**src/rtl/tick_pkg.sv**
```systemverilog
package tick_pkg;
  localparam int unsigned N_TMR    = 3;
  localparam int unsigned TMR_PROC = 0;
  localparam int unsigned TMR_SYS  = 1;
  localparam int unsigned TMR_HYP  = 2;

  typedef enum logic {
    FLD_COUNT = 1'b0,
    FLD_LIMIT = 1'b1
  } tick_field_e;
endpackage

```
**src/rtl/tick_prescale.sv**
```systemverilog
module tick_prescale #(
  parameter int unsigned DIV = 1
) (
  input  logic clk,
  input  logic rst,
  output logic tick_en
);
  generate
    if (DIV <= 1) begin : g_every
      assign tick_en = 1'b1;
    end else begin : g_div
      localparam int unsigned PW = $clog2(DIV);
      logic [PW-1:0] pre_q;
      always_ff @(posedge clk) begin
        if (rst) pre_q <= '0;
        else if (pre_q == PW'(DIV - 1)) pre_q <= '0;
        else pre_q <= pre_q + 1'b1;
      end
      assign tick_en = (pre_q == PW'(DIV - 1));
    end
  endgenerate
endmodule

```
**src/rtl/tick_channel.sv**
```systemverilog
module tick_channel #(
  parameter int unsigned CNT_W = 63
) (
  input  logic             clk,
  input  logic             rst,
  input  logic             tick_en,
  input  logic             cnt_we,
  input  logic             lim_we,
  input  logic [CNT_W:0]   wr_data,
  output logic [CNT_W-1:0] cnt_q,
  output logic [CNT_W:0]   lim_q,
  output logic             hit
);
  logic eq, eq_q;

  assign eq  = (cnt_q == lim_q[CNT_W-1:0]);
  assign hit = eq && !eq_q && !lim_q[CNT_W];

  always_ff @(posedge clk) begin
    if (rst) begin
      cnt_q <= '0;
      lim_q <= {1'b1, {CNT_W{1'b0}}};
      eq_q  <= 1'b0;
    end else begin
      if (cnt_we)       cnt_q <= wr_data[CNT_W-1:0];
      else if (tick_en) cnt_q <= cnt_q + 1'b1;
      if (lim_we)       lim_q <= wr_data;
      eq_q <= eq;
    end
  end
endmodule

```
**src/rtl/tick_softint.sv**
```systemverilog
module tick_softint #(
  parameter int unsigned SOFT_W = 17
) (
  input  logic              clk,
  input  logic              rst,
  input  logic [SOFT_W-1:0] set_vec,
  input  logic              any_hit,
  input  logic              clr,
  input  logic [SOFT_W-1:0] clr_mask,
  output logic [SOFT_W-1:0] softint,
  output logic              irq
);
  logic [SOFT_W-1:0] kill;

  assign kill = clr ? clr_mask : '0;

  always_ff @(posedge clk) begin
    if (rst) begin
      softint <= '0;
      irq     <= 1'b0;
    end else begin
      softint <= (softint & ~kill) | set_vec;
      irq     <= any_hit;
    end
  end
endmodule

```
**src/rtl/tick_cmp_bank.sv**
```systemverilog
module tick_cmp_bank #(
  parameter int unsigned CNT_W     = 63,
  parameter int unsigned SOFT_W    = 17,
  parameter int unsigned TICK_BIT  = 0,
  parameter int unsigned STICK_BIT = 16,
  parameter int unsigned TICK_DIV  = 1
) (
  input  logic              clk,
  input  logic              rst,
  input  logic              wr_en,
  input  logic [1:0]        wr_tmr,
  input  logic              wr_field,
  input  logic [CNT_W:0]    wr_data,
  input  logic [1:0]        rd_tmr,
  input  logic              rd_field,
  output logic [CNT_W:0]    rd_data,
  input  logic              sint_clr,
  input  logic [SOFT_W-1:0] sint_clr_mask,
  output logic [SOFT_W-1:0] softint,
  output logic              timer_irq
);
  import tick_pkg::*;

  localparam int unsigned SEL_W = 2;

  logic                 tick_en;
  logic [CNT_W-1:0]     cnt_q [N_TMR];
  logic [CNT_W:0]       lim_q [N_TMR];
  logic [N_TMR-1:0]     hit;
  logic [SOFT_W-1:0]    set_vec;

  tick_prescale #(.DIV(TICK_DIV)) u_pre (
    .clk(clk), .rst(rst), .tick_en(tick_en)
  );

  generate
    for (genvar i = 0; i < N_TMR; i++) begin : g_ch
      logic sel;
      assign sel = wr_en && (wr_tmr == SEL_W'(i));
      tick_channel #(.CNT_W(CNT_W)) u_ch (
        .clk    (clk),
        .rst    (rst),
        .tick_en(tick_en),
        .cnt_we (sel && (wr_field == FLD_COUNT)),
        .lim_we (sel && (wr_field == FLD_LIMIT)),
        .wr_data(wr_data),
        .cnt_q  (cnt_q[i]),
        .lim_q  (lim_q[i]),
        .hit    (hit[i])
      );
    end
  endgenerate

  always_comb begin
    set_vec            = '0;
    set_vec[TICK_BIT]  = hit[TMR_PROC];
    set_vec[STICK_BIT] = set_vec[STICK_BIT] | hit[TMR_SYS];
  end

  tick_softint #(.SOFT_W(SOFT_W)) u_sint (
    .clk     (clk),
    .rst     (rst),
    .set_vec (set_vec),
    .any_hit (|hit),
    .clr     (sint_clr),
    .clr_mask(sint_clr_mask),
    .softint (softint),
    .irq     (timer_irq)
  );

  always_ff @(posedge clk) begin
    if (rst) begin
      rd_data <= '0;
    end else begin
      rd_data <= '0;
      for (int i = 0; i < N_TMR; i++) begin
        if (rd_tmr == SEL_W'(i)) begin
          if (rd_field == FLD_LIMIT) rd_data <= lim_q[i];
          else                       rd_data <= {1'b0, cnt_q[i]};
        end
      end
    end
  end
endmodule

```
**config.mk**
```make
export PLATFORM = sky130hd
export DESIGN_NAME = tick_cmp_bank
export DESIGN_NICKNAME = d
export VERILOG_FILES = /design/src/rtl/tick_pkg.sv /design/src/rtl/tick_prescale.sv /design/src/rtl/tick_channel.sv /design/src/rtl/tick_softint.sv /design/src/rtl/tick_cmp_bank.sv
export SDC_FILE = /design/constraint.sdc
export NUM_CORES = 1
export LEC_CHECK = 0
export CAP_MARGIN = 20
export CORE_UTILIZATION = 40
export DETAILED_ROUTE_END_ITERATION = 10
export PLACE_DENSITY_LB_ADDON = 0.25
export REMOVE_ABC_BUFFERS = 1
export SYNTH_ARGS = -nofsm -noshare
export SYNTH_HDL_FRONTEND = slang
export SYNTH_SLANG_ARGS = --single-unit
```
**constraint.sdc**
```tcl
create_clock -name clk -period 4.3 [get_ports clk]
set_clock_uncertainty 0.2 [all_clocks]
set_input_delay 0.43 -clock clk [delete_from_list [all_inputs] [get_ports clk]]
set_output_delay 0.43 -clock clk [all_outputs]
set_load 0.01 [all_outputs]
```
==> results.toml, run 1 <==
[status]
status = "complete, but fails checks"
violations = "DRC"

[hold_path]
hp-start = "rst"
min_path_type = "in -> reg"

[layout]
fillers = 5713
nNetsFinal = 3023
final_util_pct = 47.4
drive_above_1_share_pct = 8.21
multiInputGateArea_sq_um = 13700
syn2layout_area_growth_pct = 16.8
seqCellArea_sq_um = 9330

[routing]
drt_first_pass_iters = 9
drt_iter0_drc = 2677
final_antenna_net_count = 0
via_per_inst = 5.93
wl_mm = 91.6
vias = 22200
drc = 32
wl_per_cell_um = 24.4

[critical_path]
crit_chain = "and4_1 > and3_1 > and3_1 > nand2_1 > or3_1 > a311oi_1"
slowest_delay_ns = 0.83
worstReg2RegStart = "g_ch[0].u_ch.cnt_q[7]"
cp-end-kind = "flip-flop"
cp_slowest_cell = "and3_1"
crit_fanout = 13
crit_path_frequent_cell = "and3_1"
critPathKind = "reg -> reg"
crit_start = "g_ch[0].u_ch.cnt_q[7]"
critPathRequiredTime_ns = 4.61
critPathTopFamily = "simple AND/OR/NAND/NOR gates"
cp_data_arrival_time_ns = 3.52
start_kind = "flip-flop"
critPathBufInv = 0

[synth]
synth_top_area_share_pct = 38.9
mappedNetlistArea_sq_um = 24000
yosys-top-cells-area = "dfxtp_1 39%, nand2_1 7.3%, xnor2_1 7.0%"
avgSynthCellArea_sq_um = 8.28
synthTopCellsByCount = "466 x dfxtp_1, 463 x nand2_1, 289 x nor2_1"
synth-seq-area-share_pct = 38.9
synth-edff-count = 0
synth_warnings = 0
ys.flop_type = "dfxtp_1"
synthArstFlopShare_pct = 0
ys_types = 49
synth_most_common_cell = "dfxtp_1"
ys_ff_latch = 466
synth.largest_area_cell = "dfxtp_1"
syn_inst = 2896

[cts]
hold_buffers = 0
clk_latency_ns = 0.62
cts.sinks = 466
post_cts_buffers = 0
cts_root_buffer = "clkbuf_16"
tritoncts = "built"
post_cts_resized = 0
htreeDepth = 2
cts_buffer_depth = 3
path_clk_slew_ns = 0.06
cts_buffers = 53

[power]
power_density_nw_per_um2 = 371
p_sw_mw = 2.76
intPower_mw = 7.62
power_frac_seq_pct = 44.5
ir_drop_v = 0.000311
switching_share_pct = 26.6
p_clk_share_pct = 45.3
combPwrFrac_pct = 10.3
leakage_nw = 9.76

[grt]
grt_pass1_vias = 20500
grt_max_degree = 143
grt_pass1_wl_mm = 134
antenna_found_initial = 3
track_usage_pct = 29.3
overflow = 0

[floorplan]
die_area_sq_um = 60900
core_area_sq_um = 59100
dieWidth_um = 247
start_util_pct = 40.5
die_h_um = 247
ios = 173
row_count = 89

[placed_design]
portBuffers = 172
dp.final_hpwl_mm = 60.8
place.gp.congestion = 0.992

[timing]
grt_setup_unrepaired = "no"
max_clock_freq_mhz = 312
tns_ns = 0
slew_viol_final = 0
min_period_ns = 3.21
setup_viol = 0
tightest_slew_ns = 1.16
holdWs_ns = 0.139
slew-limit-headroom_pct = 22.7
timing.final.hold_violations = 0
period_share_pct = 74.7

[job]
cap_violations = 0
-- flip-flops by register name (all words and copies together), names as in the netlist --
name and cells:
g_ch.u_ch.lim_q 192, g_ch.u_ch.cnt_q 189, rd_data 64, u_sint.softint 17
g_ch.u_ch.eq_q 3, u_sint.irq 1
-- through the flow --
step                      power, mW  instance area (sq um)  worst slack [ns]  instances
after floorplan                5.11                  23100            0.0568       2668
after global placement         5.73                  26200              1.31       3647
after detailed placement       5.74                  26200              1.14       3647
after CTS                      10.4                  28000              1.17       3745
after global routing           10.7                  28000             0.967       3746
final                          10.4                  28000              1.09       3746
-- cell usage in the layout, fill, tap and decap left out, types with 11 or more instances in the layout --
master / instances
and2_1: 14
nor3_2: 18
clkdlybuf4s50_1: 168
buf_4: 25
clkbuf_1: 11
mux2_2: 61
xor2_1: 165
xnor2_1: 192
a211oi_1: 208
nand4_1: 88
o21ai_0: 14
clkbuf_16: 55
and3_1: 34
clkbuf_8: 19
a221oi_1: 26
nand3_1: 62
nor2_1: 287
nor4_1: 25
mux2i_1: 101
inv_1: 37
and4_1: 20
o22ai_1: 35
nand2_1: 460
dfxtp_1: 466
or3_1: 15
a311oi_1: 14
a21oi_1: 257
-- per-layer routing --
metal | global-route usage [%] | wire (um) | share of wire (%)
met3 | 5.43 | 9280 | 10
met4 | 14.0 | 4330 | 4.7
met2 | 44.8 | 40200 | 44
met5 | 0 | 0 | 0
met1 | 39.7 | 37800 | 41
-- cell type report --
cell class | instances | share of cell area, %
Antenna cell | 1 | 0.00894
Clock buffer | 85 | 6.00
Clock inverter | 13 | 0.425
Inverter | 37 | 0.496
Multi-Input combinational cell | 2165 | 48.8
Sequential cell | 466 | 33.3
Tap cell | 773 | 3.45
Timing Repair Buffer | 206 | 7.50
-- logic make-up (layout without fill, tap and decap cells) --
logic type	count (synthesis)	in the layout	share of synthesized area [%]
flops	466	466	38.9
xor+xnor	357	357	13.0
mux	164	164	7.27
buf+inv	265	341	4.37
other cells	0	1	0
simple gates	1080	1080	21.4
fa+ha+maj	3	3	0.157
compound gates	561	561	14.8
-- path summary, 6_finish.rpt --
path                                               end  slack (ns)  cells past startpoint
worst max-delay path            g_ch[0].u_ch.cnt_q[41]        1.09                      6
worst min-delay path                        rd_data[5]        0.14                      2
worst max register to register  g_ch[0].u_ch.cnt_q[41]        1.09                      6
worst min register to register      u_sint.softint[11]        0.23                      2
-- power groups by stage --
stage               Combinational [mW]  Sequential, mW  Clock [mW]
detailed placement                1.03            4.70           0
floorplan                        0.442            4.67           0
CTS                               1.04            4.61        4.75
global placement                  1.03            4.70           0
finish                            1.06            4.61        4.70
global route                      1.11            4.63        4.92
-- worst reg2reg max path: stages, from the launching register on --
cell and delay (ns):
dfxtp_1 0.48, and4_1 0.30, and3_1 0.52, and3_1 0.84
nand2_1 0.16, or3_1 0.34, a311oi_1 0.28
No activity file was read; power rests on OpenSTA's default activity.
==> inputs of run 2 (changes only) <==
==> constraint.sdc (replaced) <==
create_clock -name clk -period 2.8 [get_ports clk]
set_clock_uncertainty 0.2 [all_clocks]
set_input_delay 0.28 -clock clk [delete_from_list [all_inputs] [get_ports clk]]
set_output_delay 0.28 -clock clk [all_outputs]
set_load 0.01 [all_outputs]
==> run 2 against run 1 <==
Compared with the run above: clock power is 63% higher; final cell count is 2.9% higher; count of clock-buffer cells in the layout is 9 lower; final area is 3.8% higher; wire length is 1.0% higher; the flow still finishes with violations (DRC).
==> results.toml, run 2 (synthesis results as in run 1) <==
[status]
status = "complete, but fails checks"
violations = "DRC"

[floorplan]
dieWidth_um = 247
die_h_um = 247
ios = 173
core_area_sq_um = 59100
start_util_pct = 40.5
die_area_sq_um = 60900
row_count = 89

[placed_design]
portBuffers = 172
dp.final_hpwl_mm = 63.5
placed_area_sq_um = 27200
place.gp.congestion = 0.961
dp.cells = 3756

[timing]
grt_setup_unrepaired = "no"
slew-limit-headroom_pct = 33.3
period_share_pct = 95.1
min_period_ns = 2.66
timing.final.hold_violations = 0
tns_ns = 0
setup_viol = 0
tightest_slew_ns = 1.00
max_clock_freq_mhz = 375
holdWs_ns = 0.0292
slew_viol_final = 0

[routing]
drt_first_pass_iters = 9
wl_mm = 92.5
drc = 32
via_per_inst = 5.83
drt_iter0_drc = 2580
wl_per_cell_um = 24.0
vias = 22500
final_antenna_net_count = 0

[critical_path]
r2r_slack_ns = 0.14
regToRegEndpoint = "u_sint.irq"
cp_data_arrival_time_ns = 2.99
worstReg2RegStart = "g_ch[1].u_ch.cnt_q[40]"
start_kind = "flip-flop"
crit_start = "g_ch[1].u_ch.cnt_q[40]"
ff2ff_path_depth = 7
crit_fanout = 6
critPathKind = "reg -> reg"
critPathRequiredTime_ns = 3.12
cp-end-kind = "flip-flop"

[hold_path]
min_path_type = "in -> reg"
worstHoldPathCells = 2
worstHoldEndpoint = "u_sint.softint[12]"
hp-start = "sint_clr_mask[12]"

[cts]
cts_root_buffer = "clkbuf_16"
post_cts_resized = 0
cts_buffers = 53
cts.sinks = 466
cts_buffer_depth = 3
tritoncts = "built"
path_clk_slew_ns = 0.07
htreeDepth = 2
clk_latency_ns = 0.61

[layout]
drive_above_1_share_pct = 11.5
final_cell_area_sq_um = 29100
largest_register_ffs = 192
reg_top3 = "g_ch.u_ch.lim_q x192, g_ch.u_ch.cnt_q x189, rd_data x64"
num_antenna_cells = 0
top_register = "g_ch.u_ch.lim_q"
syn2layout_area_growth_pct = 21.3
finalNonFillerCells = 3855
nNetsFinal = 3135
layout_common_cells = "466 x dfxtp_1, 460 x nand2_1, 287 x nor2_1"
final_common_cell = "dfxtp_1"

[job]
cap_violations = 0

[power]
leakage_nw = 10.4
power_density_nw_per_um2 = 567
ir_drop_v = 0.000428

[grt]
grt_pass1_wl_mm = 136
grt_max_degree = 198
overflow = 0
antenna_found_initial = 1
track_usage_pct = 29.8
grt_pass1_vias = 21100
-- run 2: changes by cell type in the layout (fill, tap and decap cells not counted), sizes merged --
cell	previous run	this run
dlygate4sd3	0	2
bufinv	2	9
buf	38	148
clkbuf	85	76
diode	1	0
-- run 2: area by class of cell --
type                            count  area, sq um
Clock inverter                     20          329
Timing Repair Buffer              318         3080
Fill cell                        5595        30100
Clock buffer                       76         1570
Inverter                           37          139
Tap cell                          773          967
Sequential cell                   466         9330
Multi-Input combinational cell   2165        13700
-- run 2: power breakdown --
part / switching [mW] / leakage (nW) / internal (mW) / total (mW)
clock: 2.95 / 0.940 / 4.69 / 7.64
sequential: 0.224 / 3.78 / 6.83 / 7.05
combinational: 1.10 / 5.69 / 0.709 / 1.81
-- run 2: critical path, cell delays in order (launching register included) --
cell and delay [ns]:
dfxtp_1 0.37, xnor2_1 0.43, nand4_1 0.22, nor4_1 0.33
buf_4 0.18, nand4_1 0.26, or3_1 0.43, o211ai_1 0.17
-- run 2: timing repair --
action	in CTS	in global routing
hold endpoints to repair	36	0
buffers inserted	0	1
setup endpoints to repair	0	1
hold buffers	2	0
-- run 2: how the worst max path moves through the flow --
stage / slack (ns) / to / cells past startpoint
finish: 0.14 / u_sint.irq / 7
global route: 0.05 / g_ch[2].u_ch.cnt_q[32] / 7
CTS: 0.20 / g_ch[1].u_ch.cnt_q[38] / 8
detailed placement: 0.22 / g_ch[1].u_ch.cnt_q[38] / 8
global placement: 0.22 / rd_data[5] / 6
floorplan: -1.29 / g_ch[0].u_ch.lim_q[0] / 3
-- run 2: metal layers --
layer  vias to the layer above  track usage, %  share of wire [%]
met5                         -               0              0.012
met4                         2            13.3                4.8
met3                       213            5.31                9.0
met2                      1114            46.2                 44
met1                     10800            40.3                 42
li1                      10400               -                  -
-- run 2: through the flow --
| step | total power [mW] | utilization, % | setup WS [ns] |
|---|---|---|---|
| finish | 16.5 | 49.2 | 0.137 |
| global route | 17.0 | 49.2 | 0.0548 |
| CTS | 16.5 | 49.2 | 0.197 |
| detailed placement | 8.95 | 45.9 | 0.217 |
| global placement | 8.93 | 45.9 | 0.220 |
| floorplan | 7.84 | - | -1.29 |
